--- src/rtl/nrf_pkg.sv ---
`timescale 1ns/1ps
package nrf_pkg;
    parameter int NRF_REGS  = 8;
    parameter int NRF_NIB   = 4;
    parameter int NRF_PORTS = 8;
    localparam int NRF_WIDE = NRF_REGS * NRF_NIB;

    typedef logic [NRF_NIB-1:0]  nib_t;
    typedef logic [NRF_REGS-1:0] rsel_t;
    typedef logic [NRF_WIDE-1:0] word_t;

    // Resolved write for one register in one cycle
    typedef struct packed {
        logic vld;
        nib_t data;
    } wr_slot_t;

    function automatic nib_t nib_of(word_t w, int idx);
        return w[idx*NRF_NIB +: NRF_NIB];
    endfunction
endpackage

--- src/rtl/nrf_write_arb.sv ---
`timescale 1ns/1ps
// Picks one writer per register: lowest narrow port first, wide port last.
module nrf_write_arb
    import nrf_pkg::*;
(
    input  rsel_t [NRF_PORTS-1:0]     nsel,
    input  nib_t  [NRF_PORTS-1:0]     ndata,
    input  logic                      wen,
    input  word_t                     wdata,
    output wr_slot_t [NRF_REGS-1:0]   slot
);
    always_comb begin
        for (int r = 0; r < NRF_REGS; r++) begin
            slot[r].vld  = wen;
            slot[r].data = nib_of(wdata, r);
            // descending scan so the lowest port is applied last
            for (int p = NRF_PORTS-1; p >= 0; p--) begin
                if (nsel[p][r]) begin
                    slot[r].vld  = 1'b1;
                    slot[r].data = ndata[p];
                end
            end
        end
    end
endmodule

--- src/rtl/nrf_store.sv ---
`timescale 1ns/1ps
// Storage plus write-through view of each register.
module nrf_store
    import nrf_pkg::*;
(
    input  logic                      clk,
    input  logic                      rst,
    input  wr_slot_t [NRF_REGS-1:0]   slot,
    output nib_t     [NRF_REGS-1:0]   fwd
);
    nib_t [NRF_REGS-1:0] q;

    always_ff @(posedge clk) begin
        for (int r = 0; r < NRF_REGS; r++) begin
            if (rst)               q[r] <= '0;
            else if (slot[r].vld)  q[r] <= slot[r].data;
        end
    end

    always_comb begin
        for (int r = 0; r < NRF_REGS; r++)
            fwd[r] = slot[r].vld ? slot[r].data : q[r];
    end
endmodule

--- src/rtl/nrf_read_port.sv ---
`timescale 1ns/1ps
// One narrow read port: OR of all selected forwarded registers.
module nrf_read_port
    import nrf_pkg::*;
(
    input  rsel_t                    sel,
    input  nib_t [NRF_REGS-1:0]      fwd,
    output nib_t                     data
);
    always_comb begin
        data = '0;
        for (int r = 0; r < NRF_REGS; r++)
            if (sel[r]) data = data | fwd[r];
    end
endmodule

--- src/rtl/nrf_split_regfile.sv ---
`timescale 1ns/1ps
module nrf_split_regfile
    import nrf_pkg::*;
(
    input  logic                                    clk,
    input  logic                                    rst,
    input  logic [NRF_PORTS-1:0][NRF_REGS-1:0]      nrd_sel,
    output logic [NRF_PORTS-1:0][NRF_NIB-1:0]       nrd_data,
    input  logic [NRF_PORTS-1:0][NRF_REGS-1:0]      nwr_sel,
    input  logic [NRF_PORTS-1:0][NRF_NIB-1:0]       nwr_data,
    input  logic                                    wrd_en,
    output logic [NRF_WIDE-1:0]                     wrd_data,
    input  logic                                    wwr_en,
    input  logic [NRF_WIDE-1:0]                     wwr_data
);
    wr_slot_t [NRF_REGS-1:0] slot;
    nib_t     [NRF_REGS-1:0] fwd;

    nrf_write_arb u_arb (
        .nsel  (nwr_sel),
        .ndata (nwr_data),
        .wen   (wwr_en),
        .wdata (wwr_data),
        .slot  (slot)
    );

    nrf_store u_store (
        .clk  (clk),
        .rst  (rst),
        .slot (slot),
        .fwd  (fwd)
    );

    for (genvar p = 0; p < NRF_PORTS; p++) begin : g_rd
        nrf_read_port u_rd (
            .sel  (nrd_sel[p]),
            .fwd  (fwd),
            .data (nrd_data[p])
        );
    end

    always_comb begin
        for (int r = 0; r < NRF_REGS; r++)
            wrd_data[r*NRF_NIB +: NRF_NIB] = wrd_en ? fwd[r] : '0;
    end
endmodule

--- config.mk ---
export PLATFORM = sky130hd
export DESIGN_NAME = nrf_split_regfile
export DESIGN_NICKNAME = d
export VERILOG_FILES = /design/src/rtl/nrf_pkg.sv /design/src/rtl/nrf_write_arb.sv /design/src/rtl/nrf_store.sv /design/src/rtl/nrf_read_port.sv /design/src/rtl/nrf_split_regfile.sv
export SDC_FILE = /design/constraint.sdc
export NUM_CORES = 1
export LEC_CHECK = 0
export ABC_AREA = 0
export BUFFER_PORTS_ARGS = -buffer_cell sky130_fd_sc_hd__buf_4
export CORE_AREA = 3 3 130 132
export DETAILED_ROUTE_END_ITERATION = 6
export DIE_AREA = 0 0 133 135
export GPL_TIMING_DRIVEN = 1
export PLACE_DENSITY = 0.63
export SETUP_SLACK_MARGIN = 0.4
export SLEW_MARGIN = 20
export SYNTH_ARGS = -nofsm -noshare
export SYNTH_HDL_FRONTEND = slang
export SYNTH_HIERARCHICAL = 1
export SYNTH_SLANG_ARGS = --single-unit
--- constraint.sdc ---
create_clock -name clk -period 4.2 [get_ports clk]
set_input_delay 0.63 -clock clk [delete_from_list [all_inputs] [get_ports clk]]
set_output_delay 0.63 -clock clk [all_outputs]
set_load 0.03 [all_outputs]
* Yosys cells after proc, flatten, opt, wreduce, memory -nomap -nowiden *
Index checks and enable logic that the tools add are counted.

word-level totals
  register bits after elaboration = 32
  latch bits = 0
  bits in writable memories = 0
  bits in read-only memories = 0
  output and inout port bits = 64
  memories kept = 0

operators by class
  add/subtract/negate cells = 0
  $mul = 0
  divide/modulo/power cells = 0
  order comparisons = 0
  equality and inequality tests = 0
  shifts and indexed selects = 0
  multiplexer cells = 144
  bitwise operators = 56
  reductions and logical operators = 0

operators by type and width
  kind        number
  $mux 4      80
  $mux 5      64
  $or 4x4->4  56

* Depth between registers and ports, before layout *
Gate-level depths: netlist (run 1).

  word-level depth = 24
  gate-level depth with buffers = 8

* Hierarchy *
The synthesis (run 1) kept the hierarchy.

modules (own cells, without submodules)
  module             times used  cells each  area an instance (um^2)  seq. area each (um^2)
  nrf_write_arb      1           464         2741.4                   0.0
  nrf_store          1           99          1358.8                   640.6
  nrf_read_port      8           20          145.1                    0.0
  nrf_split_regfile  1           35          255.2                    0.0

* Worst setup path before layout (run 1) *
OpenSTA, ideal clock, no wires.

  path type = input to output
  from = input nwr_sel[52] (netlist bit)
  to = output nrd_data[13] (netlist bit)
  arrival = 2.465 ns
  setup slack = 1.105 ns
  stages = 7
  buffers on the path = 1
  path through = clkbuf_1 > a211o_1 > a221o_1 > a221o_1 > mux2_4 > a22oi_1 > nand4_1

RTL lines
  element      line                    source
  from (decl)  nrf_split_regfile.sv:9  input logic [NRF_PORTS-1:0][NRF_REGS-1:0] nwr_sel,
  to (decl)    nrf_split_regfile.sv:8  output logic [NRF_PORTS-1:0][NRF_NIB-1:0] nrd_data,

==> results of run 1 <==
[worst max-delay path by stage]
| stage | endpoint | slack, ns | cells past startpoint |
|---|---|---|---|
| CTS | nrd_data[9] | 0.90 | 9 |
| global placement | nrd_data[9] | 0.90 | 9 |
| finish | nrd_data[18] | 0.84 | 8 |
| global route | nrd_data[26] | 0.77 | 9 |
| detailed placement | nrd_data[18] | 0.92 | 8 |
| floorplan | nrd_data[13] | 1.11 | 7 |
[power by group]
| part | switching, mW | leakage, nW | internal (mW) |
|---|---|---|---|
| sequential | 0.00523 | 0.266 | 0.327 |
| clock | 0.126 | 0.0808 | 0.278 |
| combinational | 0.599 | 2.98 | 0.427 |
| total | 0.730 | 3.33 | 1.03 |
[area by class of cell]
class	count	share of cell area [%]
multi-input combinational	656	60.0
timing repair buffer	259	25.4
sequential	32	8.36
tap	216	3.52
clock buffer	6	1.68
inverter	12	0.587
clock inverter	2	0.457
[layer usage]
layer	track usage (%)	vias up	part of all wire [%]
met1	36.7	3428	39
met4	9.24	0	2.8
li1	-	3387	-
met2	48.8	581	45
met5	0	-	0
met3	6.59	77	12
[cells in the mapped netlist (all sizes together), types with 21 or more instances]
cell type / n
mux2: 44
a21oi: 64
clkbuf: 51
dfxtp: 32
and2: 35
nand4: 33
nor2b: 37
a22oi: 131
nor3b: 22
nor2: 24
mux2i: 21
nand2: 84
o211ai: 26
[worst max-delay path: stages]
cell     delay [ns]
buf_4          0.14
or4_1          0.56
nor2_1         0.14
nand2_1        0.19
mux2_4         0.43
a22oi_1        0.28
nand4_1        0.16
buf_4          0.20
[logic make-up (layout without fill, tap and decap cells)]
group / count (synthesis) / count (layout) / share of synthesized area (%)
AO/OA/AOI/OAI: 308 / 308 / 39.7
multiplexers: 65 / 65 / 14.2
AND/OR/NAND/NOR: 283 / 283 / 29.6
flip-flops: 32 / 32 / 11.6
buffers and inverters: 70 / 279 / 4.94
[per-stage QoR]
step	instances	util (%)	setup WS, ns
after floorplan	758	-	1.11
after global placement	1175	47.4	0.900
after detailed placement	1175	47.4	0.920
after CTS	1183	48.4	0.901
after global routing	1183	48.4	0.774
final	1183	48.4	0.840
==> flow_summary.ini, run 1 <==
[layout]
multi_input_area_um2 = 4600
antenna_cells = 0
largest_reg_flops = 32
reg_top3 = u_store/q (32)
fillCellCount = 1632
area_growth_pct = 39.0
layout_commonest_cell = buf_4
final_layout_size_suffix_gt1_share_pct = 36.5
largest_register = u_store/q
seqCellArea_um2 = 641
mostFrequentLayoutCells = buf_4 (259), a22oi_1 (131), nand2_1 (84), a21oi_1 (64), nand4_1 (33)
final_area_um2 = 7670
nNetsFinal = 1162

[clock_network]
cts_buffers = 5
insertion_delay_ns = 0.28
clock-sinks = 32
cts-root-buf = clkbuf_16
clk_pin_slew_ns = 0.05
ctsLongestPathBuffers = 2
cts-resized-gates = 0
ctsHtreeMaxLevel = 2
cts_tree = built
cts_hold_buf = 0
cts_setup_buffers = 0

[sta]
setup_tns_ns = 0
worst_pin_slew_ns = 0.455
setup_violations = 0
rsz0062_at_grt = false
finalHoldViolCount = 0
clock.fmax_mhz = 298
min_period_over_period_pct = 80.0
slew_viol_final = 0
min_period_ns = 3.36
skew_ns = 0
whs_ns = 0.689
slew_headroom_pct = 69.4

[synthesis]
ys_ff_latch = 32
syn_nets = 954
synth-edff-count = 0
synth-seq-area-share_pct = 11.6
async_flop_share_pct = 0
synth.area.top_cells = a22oi_1 (18%), dfxtp_1 (12%), a21oi_1 (5.8%)
avgSynthCellArea_um2 = 7.28
netlist_area_um2 = 5520
synth_warnings = 6
synth_flop_cell = dfxtp_1
synth_area_leader_cell = a22oi_1
synthCells = 758
yosys.area.top_type_share_pct = 17.8
synth.distinct_cells = 42

[route]
ant_nets = 0
drt_iter0_drc = 1260
vias = 7473
firstDrtPassIters = 7
remaining_drc_errors = 7
viasPerCell = 6.32
wire_per_inst_um = 23.8
wirelength_mm = 28.2

[hold_path]
min_to = u_store/q[24]$_SDFF_PP0_
holdPathStages = 2
hold_path_class = flop to flop
min-delay-start = u_store/q[24]$_SDFF_PP0_

[placed_design]
post-dp-hpwl_mm = 21.6
place_area_um2 = 7500
numPortBuffers = 259
gp_congestion = 0.961

[critical_path]
reg2reg_to = u_store/q[21]$_SDFF_PP0_
r2r_setup_slack_ns = 3.21
reg2regPathDepth = 2
critPathLaunchType = input pin
crit-reg2reg-launch = u_store/q[21]$_SDFF_PP0_
startpoint = nwr_sel[62]
crit_arrival_ns = 2.73
cp-end-kind = output pin
worstPathMaxFanout = 10
path_class = input pin to output pin
crit_required_ns = 3.57

[job]
drv_cap = 0

[global_routing]
grt_pass1_vias = 6953
grt_start_max_net_pins = 33
grt_usage_pct = 28.9
overflow = 0
antenna_found_initial = 0
grt_pass1_wl_mm = 40.9

[floorplan]
fp.dieH_um = 135
pin_count = 260
start_util_pct = 34.9
die_w_um = 133
rows = 46
core_um2 = 15800
dieArea_um2 = 18000

[power]
powerDensity_nw_per_um2 = 230
leakage_nw = 3.33
ir_drop_v = 0.000104
totalPowerFinal_mw = 1.76

[run_status]
violations = design-rule violations
status = finished with violations
Power figures use the tool's default switching activity.
==> inputs of run 2 (changes only) <==
==> constraint.sdc (replaced) <==
create_clock -name clk -period 3.2 [get_ports clk]
set_input_delay 0.48 -clock clk [delete_from_list [all_inputs] [get_ports clk]]
set_output_delay 0.48 -clock clk [all_outputs]
set_load 0.03 [all_outputs]
==> run 2 against run 1 <==
Against the previous run:
- the flow still finishes with violations (design-rule violations)
- sequential share of layout area down 0.80 points
- first-iteration DRC count is 7.2% lower
- clock-buffer cell count is the same
- power grew 39%
- cell count up 2.6%
- via count increased by 4.3%
- cell area up 11%
- largest cell class unchanged
==> flow_summary.ini, run 2 (synthesized netlist as in run 1, its figures left out) <==
[critical_path]
slowest_delay_ns = 0.56
reg2regPathDepth = 3
worst_path_most_repeated_cell = buf_4
crit_arrival_ns = 2.56
path_class = input pin to output pin
r2r_setup_slack_ns = 2.12
path_cells = buf_4, or4_4, nor2_4, nand2_4, buf_6, mux2_4, a22oi_2, nand4_1, buf_4
crit-reg2reg-launch = u_store/q[19]$_SDFF_PP0_
crit_required_ns = 2.72
worstPathMaxFanout = 9
critPathLaunchType = input pin
slowest_stage = or4_4
cp-end-kind = output pin
reg2reg_to = u_store/q[19]$_SDFF_PP0_

[route]
remaining_drc_errors = 4
wire_per_inst_um = 25.9
firstDrtPassIters = 7
wirelength_mm = 31.4
ant_nets = 0
drt_iter0_drc = 1169
viasPerCell = 6.42
wl_met3_mm = 3.96
wl_met2_mm = 13.9
top_layer_used = met4
vias = 7792
m1WireLength_mm = 12.3

[placed_design]
dpl_worst_slack_ns = 0.191
numPortBuffers = 259
post-dp-hpwl_mm = 21.7
gp_congestion = 0.953

[power]
seqPwrFrac_pct = 18.3
intPower_mw = 1.39
clkPwrFrac_pct = 19.3
totalPowerFinal_mw = 2.44
switching_share_pct = 43.3
p_comb_share_pct = 62.4
ir_drop_v = 0.000223
powerDensity_nw_per_um2 = 288
leakage_nw = 3.66
switchingPower_mw = 1.06

[clock_network]
clk_pin_slew_ns = 0.05
ctsLongestPathBuffers = 2
ctsHtreeMaxLevel = 2
cts-root-buf = clkbuf_16
cts_hold_buf = 0
cts_buffers = 5
insertion_delay_ns = 0.28
cts_tree = built
clock-sinks = 32

[global_routing]
grt_pass1_wl_mm = 41.5
grt_pass1_vias = 7124
grt_usage_pct = 29.3
overflow = 0
grt_start_max_net_pins = 33
antenna_found_initial = 0

[hold_path]
holdPathStages = 2
hold_path_class = input pin to flop
min_to = u_store/q[8]$_SDFF_PP0_
min-delay-start = rst

[sta]
setup_violations = 0
min_period_ns = 3.04
slew_viol_final = 0
whs_ns = 0.615
clock.fmax_mhz = 329
skew_ns = 0
setup_tns_ns = 0
worst_slack_ns = 0.160
rsz0062_at_grt = true
slew_headroom_pct = 65.4
min_period_over_period_pct = 95.0
finalHoldViolCount = 0
worst_pin_slew_ns = 0.515

[layout]
area_growth_pct = 53.8
reg_top3 = u_store/q (32)
largest_register = u_store/q
nNetsFinal = 1193
fin_util_pct = 53.6
mostFrequentLayoutCells = buf_4 (248), a22oi_1 (102), nand2_1 (81), a21oi_1 (57), mux2_4 (36)
largest_reg_flops = 32
final_layout_size_suffix_gt1_share_pct = 45.6
layout_commonest_cell = buf_4
antenna_cells = 0

[run_status]
status = finished with violations
violations = design-rule violations

[floorplan]
dieArea_um2 = 18000
core_um2 = 15800
rows = 46
start_util_pct = 34.9
die_w_um = 133
fp.dieH_um = 135
pin_count = 260

[job]
drv_cap = 0
==> run 2: timing repair <==
| action | in CTS | in global routing |
|---|---|---|
| pin swaps | 1 | 33 |
| cloned | 3 | 11 |
| buffers inserted | 1 | 15 |
| endpoints found under the setup margin | 38 | 56 |
| gates resized for setup | 16 | 108 |
==> run 2: final cells by class <==
| class | instances | area (µm²) |
|---|---|---|
| repair buffers | 276 | 2190 |
| flip-flops and latches | 32 | 641 |
| clock inverters | 2 | 10.0 |
| multi-input cells | 670 | 5180 |
| inverters | 12 | 56.3 |
| clock buffers | 6 | 139 |
| well taps | 216 | 270 |
| fillers | 1584 | 7340 |
==> run 2: worst max-delay path by stage <==
| stage | from | end | slack [ns] | cells after the start |
|---|---|---|---|---|
| after global placement | nwr_data[25] | nrd_data[5] | 0.19 | 9 |
| after detailed placement | nwr_data[25] | nrd_data[5] | 0.19 | 9 |
| after global routing | nwr_sel[32] | nrd_data[20] | 0.11 | 9 |
| after CTS | wwr_data[17] | nrd_data[5] | 0.20 | 9 |
| final | nwr_sel[46] | nrd_data[18] | 0.16 | 9 |
| after floorplan | nwr_sel[52] | nrd_data[13] | 0.41 | 7 |
==> run 2: worst max-delay path: cells and delay by family <==
| family | cells | cell delay [ns] |
|---|---|---|
| buffers and inverters | 3 | 0.50 |
| and+or+nand+nor | 4 | 0.96 |
| muxes | 1 | 0.37 |
| AOI/OAI and AO/OA | 1 | 0.25 |
==> run 2: routing by layer <==
| layer | vias up | GRT usage, % |
|---|---|---|
| met3 | 99 | 7.49 |
| met2 | 645 | 47.8 |
| li1 | 3477 | - |
| met4 | 0 | 12.5 |
| met1 | 3571 | 36.8 |
| met5 | - | 0 |
==> run 2: stage by stage <==
| stage | instance area [µm²] | cells |
|---|---|---|
| floorplan | 5520 | 758 |
| global placement | 7510 | 1176 |
| detailed placement | 7510 | 1176 |
| CTS | 7770 | 1188 |
| global route | 8480 | 1214 |
| finish | 8480 | 1214 |
==> run 2: power by group through the flow <==
stage                     registers (mW)  logic, mW  clock network (mW)
after floorplan                    0.443      0.744                   0
after global placement             0.444       1.31                   0
after detailed placement           0.446       1.31                   0
after CTS                          0.438       1.34               0.483
after global routing               0.449       1.59               0.510
final                              0.447       1.52               0.472
